`src/rtl/irq_pkg.sv`:
```
package irq_pkg;
  localparam int unsigned NSRC     = 5;
  localparam int unsigned IDW      = 3;
  localparam int unsigned REGW     = 8;
  localparam int unsigned GEN_BIT  = 7;
  localparam logic [REGW-1:0] IMPL_MASK = 8'h9F;

  localparam logic [IDW-1:0] SRC_EXT0 = 3'd0;
  localparam logic [IDW-1:0] SRC_TMR0 = 3'd1;
  localparam logic [IDW-1:0] SRC_EXT1 = 3'd2;
  localparam logic [IDW-1:0] SRC_TMR1 = 3'd3;
  localparam logic [IDW-1:0] SRC_SER  = 3'd4;

  typedef logic [NSRC-1:0] src_vec_t;
endpackage

```
`src/rtl/irq_sync.sv`:
```
module irq_sync #(
  parameter int unsigned WIDTH   = 2,
  parameter int unsigned STAGES  = 2,
  parameter logic        RST_VAL = 1'b1
) (
  input  logic             clk,
  input  logic             rst_n,
  input  logic [WIDTH-1:0] d_i,
  output logic [WIDTH-1:0] q_o
);
  logic [WIDTH-1:0] stage_q [STAGES];
  logic [WIDTH-1:0] stage_d [STAGES];

  genvar s;
  generate
    for (s = 0; s < STAGES; s++) begin : g_stage
      if (s == 0) begin : g_first
        always_comb stage_d[s] = d_i;
      end else begin : g_next
        always_comb stage_d[s] = stage_q[s-1];
      end
      always_ff @(posedge clk or negedge rst_n) begin
        if (!rst_n) stage_q[s] <= {WIDTH{RST_VAL}};
        else        stage_q[s] <= stage_d[s];
      end
    end
  endgenerate

  assign q_o = stage_q[STAGES-1];
endmodule

```
`src/rtl/irq_tflag.sv`:
```
module irq_tflag #(
  parameter int unsigned NTMR = 2
) (
  input  logic            clk,
  input  logic            rst_n,
  input  logic [NTMR-1:0] ovf_i,
  input  logic [NTMR-1:0] clr_i,
  output logic [NTMR-1:0] flag_o,
  output logic [NTMR-1:0] samp_o
);
  logic [NTMR-1:0] flag_q, flag_d;
  logic [NTMR-1:0] samp_q, samp_d;

  always_comb begin
    flag_d = ovf_i | (flag_q & ~clr_i);
    samp_d = flag_q & ~clr_i;
  end

  always_ff @(posedge clk or negedge rst_n) begin
    if (!rst_n) begin
      flag_q <= '0;
      samp_q <= '0;
    end else begin
      flag_q <= flag_d;
      samp_q <= samp_d;
    end
  end

  assign flag_o = flag_q;
  assign samp_o = samp_q;

  genvar t;
  generate
    for (t = 0; t < NTMR; t++) begin : g_chk
      // an overflow sets the flag at the same edge
      a_r6_flag_set: assert property (@(posedge clk) disable iff (!rst_n)
        ovf_i[t] |=> flag_q[t]);
      // the sampled copy only rises after the flag was already up
      a_r6_sample_delay: assert property (@(posedge clk) disable iff (!rst_n)
        $rose(samp_q[t]) |-> $past(flag_q[t]));
      // a clear without a coinciding overflow drops the flag
      a_r7_ack_clears: assert property (@(posedge clk) disable iff (!rst_n)
        (clr_i[t] && !ovf_i[t]) |=> !flag_q[t]);
      // a coinciding overflow keeps the flag
      a_r10_set_wins: assert property (@(posedge clk) disable iff (!rst_n)
        (clr_i[t] && ovf_i[t]) |=> flag_q[t]);
    end
  endgenerate
endmodule

```
`src/rtl/irq_enreg.sv`:
```
module irq_enreg
  import irq_pkg::*;
(
  input  logic            clk,
  input  logic            rst_n,
  input  logic            wr_i,
  input  logic [REGW-1:0] wdata_i,
  output logic [REGW-1:0] rdata_o
);
  logic [REGW-1:0] en_q, en_d;

  always_comb begin
    en_d = en_q;
    if (wr_i) en_d = wdata_i & IMPL_MASK;
  end

  always_ff @(posedge clk or negedge rst_n) begin
    if (!rst_n) en_q <= '0;
    else        en_q <= en_d;
  end

  assign rdata_o = en_q;

  // written data reads back with unimplemented positions forced low
  a_r2_readback: assert property (@(posedge clk) disable iff (!rst_n)
    wr_i |=> (rdata_o == {$past(wdata_i[7]), 2'b00, $past(wdata_i[4:0])}));
  // without a write the register holds its value
  a_r2_hold: assert property (@(posedge clk) disable iff (!rst_n)
    !wr_i |=> $stable(rdata_o));
endmodule

```
`src/rtl/irq_select.sv`:
```
module irq_select
  import irq_pkg::*;
(
  input  src_vec_t       pend_i,
  output src_vec_t       grant_o,
  output logic [IDW-1:0] id_o,
  output logic           any_o
);
  always_comb begin
    grant_o = '0;
    id_o    = '0;
    for (int i = NSRC - 1; i >= 0; i--) begin
      if (pend_i[i]) begin
        grant_o = '0;
        grant_o[i] = 1'b1;
        id_o = IDW'(i);
      end
    end
    any_o = |pend_i;
  end

  // at most one source is granted, and only when something is pending
  a_r9_grant_onehot: assert final ($onehot0(grant_o));
  a_r9_grant_any: assert final (any_o == (grant_o != '0));
endmodule

```
`src/rtl/irq_mask_stage.sv`:
```
module irq_mask_stage
  import irq_pkg::*;
#(
  parameter int unsigned SYNC_STAGES = 2
) (
  input  logic        clk,
  input  logic        rst_n,
  input  logic [1:0]  ext_irq_n,
  input  logic [1:0]  tmr_ovf,
  input  logic        ser_flag,
  input  logic        cfg_wr,
  input  logic [7:0]  cfg_wdata,
  output logic [7:0]  cfg_rdata,
  input  logic        irq_ack,
  output logic [1:0]  tmr_flag,
  output logic [4:0]  irq_pend,
  output logic        irq_req,
  output logic [2:0]  irq_id
);
  logic [1:0]      ext_sync_n;
  logic [1:0]      ext_act;
  logic [1:0]      tmr_samp;
  logic [1:0]      tmr_clr;
  logic            ser_q, ser_d;
  logic [REGW-1:0] en_reg;
  src_vec_t        raw_req;
  src_vec_t        pend_vec;
  src_vec_t        grant;
  logic [IDW-1:0]  sel_id;
  logic            sel_any;

  irq_sync #(.WIDTH(2), .STAGES(SYNC_STAGES), .RST_VAL(1'b1)) u_sync (
    .clk   (clk),
    .rst_n (rst_n),
    .d_i   (ext_irq_n),
    .q_o   (ext_sync_n)
  );

  assign ext_act = ~ext_sync_n;

  irq_enreg u_enreg (
    .clk     (clk),
    .rst_n   (rst_n),
    .wr_i    (cfg_wr),
    .wdata_i (cfg_wdata),
    .rdata_o (en_reg)
  );

  irq_tflag #(.NTMR(2)) u_tflag (
    .clk    (clk),
    .rst_n  (rst_n),
    .ovf_i  (tmr_ovf),
    .clr_i  (tmr_clr),
    .flag_o (tmr_flag),
    .samp_o (tmr_samp)
  );

  always_comb ser_d = ser_flag;

  always_ff @(posedge clk or negedge rst_n) begin
    if (!rst_n) ser_q <= 1'b0;
    else        ser_q <= ser_d;
  end

  always_comb begin
    raw_req           = '0;
    raw_req[SRC_EXT0] = ext_act[0];
    raw_req[SRC_TMR0] = tmr_samp[0];
    raw_req[SRC_EXT1] = ext_act[1];
    raw_req[SRC_TMR1] = tmr_samp[1];
    raw_req[SRC_SER]  = ser_q;
    pend_vec = raw_req & en_reg[NSRC-1:0] & {NSRC{en_reg[GEN_BIT]}};
  end

  irq_select u_sel (
    .pend_i  (pend_vec),
    .grant_o (grant),
    .id_o    (sel_id),
    .any_o   (sel_any)
  );

  always_comb begin
    tmr_clr[0] = irq_ack & grant[SRC_TMR0];
    tmr_clr[1] = irq_ack & grant[SRC_TMR1];
  end

  assign cfg_rdata = en_reg;
  assign irq_pend  = pend_vec;
  assign irq_req   = sel_any;
  assign irq_id    = sel_id;

  // the selected index always points at a pending source
  a_r9_id_pending: assert property (@(posedge clk) disable iff (!rst_n)
    irq_req |-> irq_pend[irq_id]);
  // master enable low leaves nothing pending
  a_r4_master_off: assert property (@(posedge clk) disable iff (!rst_n)
    !cfg_rdata[7] |-> (irq_pend == '0 && !irq_req));
  // an acknowledge with nothing pending keeps the timer flags
  a_r11_idle_ack: assert property (@(posedge clk) disable iff (!rst_n)
    (irq_ack && !irq_req && tmr_ovf == 2'b00) |=> $stable(tmr_flag));
  // the serial pending bit survives an acknowledge while the flag stays high
  a_r8_ser_kept: assert property (@(posedge clk) disable iff (!rst_n)
    (irq_ack && irq_pend[4] && ser_flag && !cfg_wr) |=> irq_pend[4]);
endmodule

```
`config.mk`:
```
export PLATFORM = sky130hd
export DESIGN_NAME = irq_mask_stage
export DESIGN_NICKNAME = d
export VERILOG_FILES = /design/src/rtl/irq_pkg.sv /design/src/rtl/irq_sync.sv /design/src/rtl/irq_tflag.sv /design/src/rtl/irq_enreg.sv /design/src/rtl/irq_select.sv /design/src/rtl/irq_mask_stage.sv
export SDC_FILE = /design/constraint.sdc
export NUM_CORES = 1
export LEC_CHECK = 0
export ABC_AREA = 1
export ABC_CLOCK_PERIOD_IN_PS = 1300
export BUFFER_PORTS_ARGS = -buffer_cell sky130_fd_sc_hd__clkbuf_2
export CORE_UTILIZATION = 41
export DETAILED_ROUTE_END_ITERATION = 10
export GPL_ROUTABILITY_DRIVEN = 0
export PLACE_DENSITY = 0.75
export SLEW_MARGIN = 20
export SYNTH_ARGS = -nofsm -noshare
export SYNTH_HDL_FRONTEND = slang
export SYNTH_SLANG_ARGS = --single-unit
```
`constraint.sdc`:
```
create_clock -name clk -period 1.3 [get_ports clk]
set_input_delay 0.195 -clock clk [delete_from_list [all_inputs] [get_ports clk]]
set_output_delay 0.195 -clock clk [all_outputs]
set_load 0.005 [all_outputs]
```
==> run metrics <==
outcome finished with violations; failing checks negative setup slack; drt drc 0; Total Nets Final 117; # diodes 0; TritonRoute pass-1 iters 2; Slew Viols, Final 0; CTS tree built; #FFs+latches synth 15; most used cell, CP nor2_4; initial antenna violation count 0; first-pass GRT wire length 1.68 mm; Area contributors post-synth dfrtp_1 44%, dfstp_2 17%, mux2_2 8.9%, inv_1 5.4%, nand3_1 4.0%; DP Wirelength 878 um; Rows 13; die span in y 41.2 um; clk buf depth 2; Routed Antenna Nets 0; commonest non-fill, non-tap cell in the layout clkbuf_2; I/O Pins 36; Hold Vio Cnt, Final 0; number of max-cap violations 0; CTS buffer count 3; CP Max Fanout 5; Buffers on Ports 31; Netlist Area Pre-Place 629 um^2; CP Launch Type flip-flop; Power, Total 0.00103 W; final setup margin -0.205 ns; routed len/inst 10.5 um; Peak supply drop 0.748 mV; Sink Count 15; hold depth 1; critical path cell sequence nand2_2, nor2_4, nor2_4, buf_4, nor2_4, buf_2; DIE AREA 1700 um^2; P per Cell Area 1070 nW/um^2; reg2reg path depth 7; Layout Skew 0.00263 ns; largest net degree at the start of global routing 16; Crit Path Category flip-flop to output port; Yosys Warn Count 0; Worst-path clk slew 0.08 ns; CTS root buf clkbuf_4; fmax 664 MHz; final instance area 962 um^2; Hold Path Class input pin to flip-flop; vias in the first global route 423; area leader, netlist dfrtp_1; Critical Path AT 1.31 ns; Final Setup Violations 8; Tcrit/Tclk final 1.16; area share of the largest cell type after synthesis 0.437; via count 520; layout cells sized above 1 0.707; commonest non-fill, non-tap cells in the layout 26 x clkbuf_2, 10 x dfrtp_1, 8 x buf_4; worst skew pair latency 0.27 ns; Die Wd 41.2 um; slowest CP cell dfrtp_2; Leak 0.504 nW; RSZ-0062 raised after global routing true; Netlist cell types 21; Placeable Area 1370 um^2; DR vias/cell 4.56; area grow syn2layout 52.9%; Initial DRC Count 1; total congestion overflow 0; critical path required time 1.11 ns; final WL 1.20 mm; Crit. End Element output port; total global-route track usage 0.155; Starting Density 0.461; cell count after synthesis 55; H-tree depth 1; mean cell area of the mapped netlist 11.4 um^2; post-synthesis sequential area ratio 0.604; placed instance area 802 um^2; Slowest Stage Delay on Critical Path 0.46 ns; post-layout minimum cycle time 1.51 ns
-- report_power, final --
| part | switching (W) | leakage (nW) | internal (W) | total [W] |
|---|---|---|---|---|
| logic | 0.000113 | 0.328 | 0.000133 | 0.000247 |
| registers | 0.0000304 | 0.161 | 0.000509 | 0.000539 |
| clock network | 0.000129 | 0.0150 | 0.000119 | 0.000247 |
-- routing by layer --
layer | GRT usage | share of wire
met3 | 0.0163 | 0.052
met5 | 0 | 0
met4 | 0.0484 | 0.0033
met2 | 0.270 | 0.51
met1 | 0.200 | 0.44
-- cell usage after synthesis, drive strengths merged --
cell type and instances:
nand4 1, o21bai 1, nand2 5, a21oi 1, nor2 3, conb 1
dfstp 4, o21ai 1, buf 3, nor3b 1, inv 10, mux2 5
nand3 6, dfrtp 11, and2 1, a21o 1
-- state kept, by name, indices dropped and copies added (netlist names) --
register         flops
u_enreg.rdata_o      6
u_tflag.samp_o       2
u_sync.q_o           2
u_tflag.flag_o       2
ser_q                1
u_sync.stage_d       2
-- cell type report --
cell class	instances	area, um^2
Timing Repair Buffer	42	251
Inverter	10	40.0
Multi-Input combinational cell	28	244
Tap cell	15	18.8
Clock buffer	4	26.3
Fill cell	116	404
Sequential cell	15	382
-- metrics by stage --
step           utilization  hold WS [ns]  std cells  TNS (ns)  setup WS (ns)
2_1_floorplan            -        -0.101         56         0          0.118
3_5_place_dp         0.587         0.121        101   -0.0319        -0.0319
6_report             0.704        0.0293        114    -0.948         -0.205
3_3_place_gp         0.587         0.116        101  -0.00273       -0.00273
5_1_grt              0.704        0.0283        114     -1.49         -0.285
4_1_cts              0.667       0.00657        111    -0.919         -0.248
-- critical path: cells and delay by family, from the launching register on --
kind	cells	cell delay [ns]
flip-flops	1	0.46
AND/OR/NAND/NOR	4	0.33
buffers and inverters	2	0.24
-- cell families (layout without fill, tap and decap cells) --
kind of cell,Yosys count,in the layout,synth area share
and+or+nand+nor,17,17,0.163
AOI/OAI and AO/OA,4,4,0.0457
other,1,2,0.00596
muxes,5,5,0.0895
DFF,15,15,0.604
buffers and inverters,13,56,0.0914
-- path summary, 6_finish.rpt --
path | slack [ns] | to | start
worst min-delay path | 0.03 | ser_q | ser_flag
worst max-delay path | -0.21 | irq_id[1] | u_enreg.rdata_o[7]
worst min register to register | 0.36 | u_sync.q_o[0] | u_sync.stage_d[0]
min in group asynchronous | 0.36 | u_enreg.rdata_o[3] | rst_n
max in group asynchronous | 0.63 | u_sync.q_o[0] | rst_n
worst max register to register | 0.06 | u_tflag.flag_o[1] | u_sync.q_o[0]
-- timing repair --
action / in CTS / in global routing
buffers inserted: 3 / 3
setup endpoints to repair: 9 / 8
pin swaps: 2 / 2
gates cloned: 0 / 0
hold endpoints to repair: 13 / 0
hold buffers: 3 / 0
resized for setup: 11 / 11
Note: power is estimated with default switching activity, not from simulation.
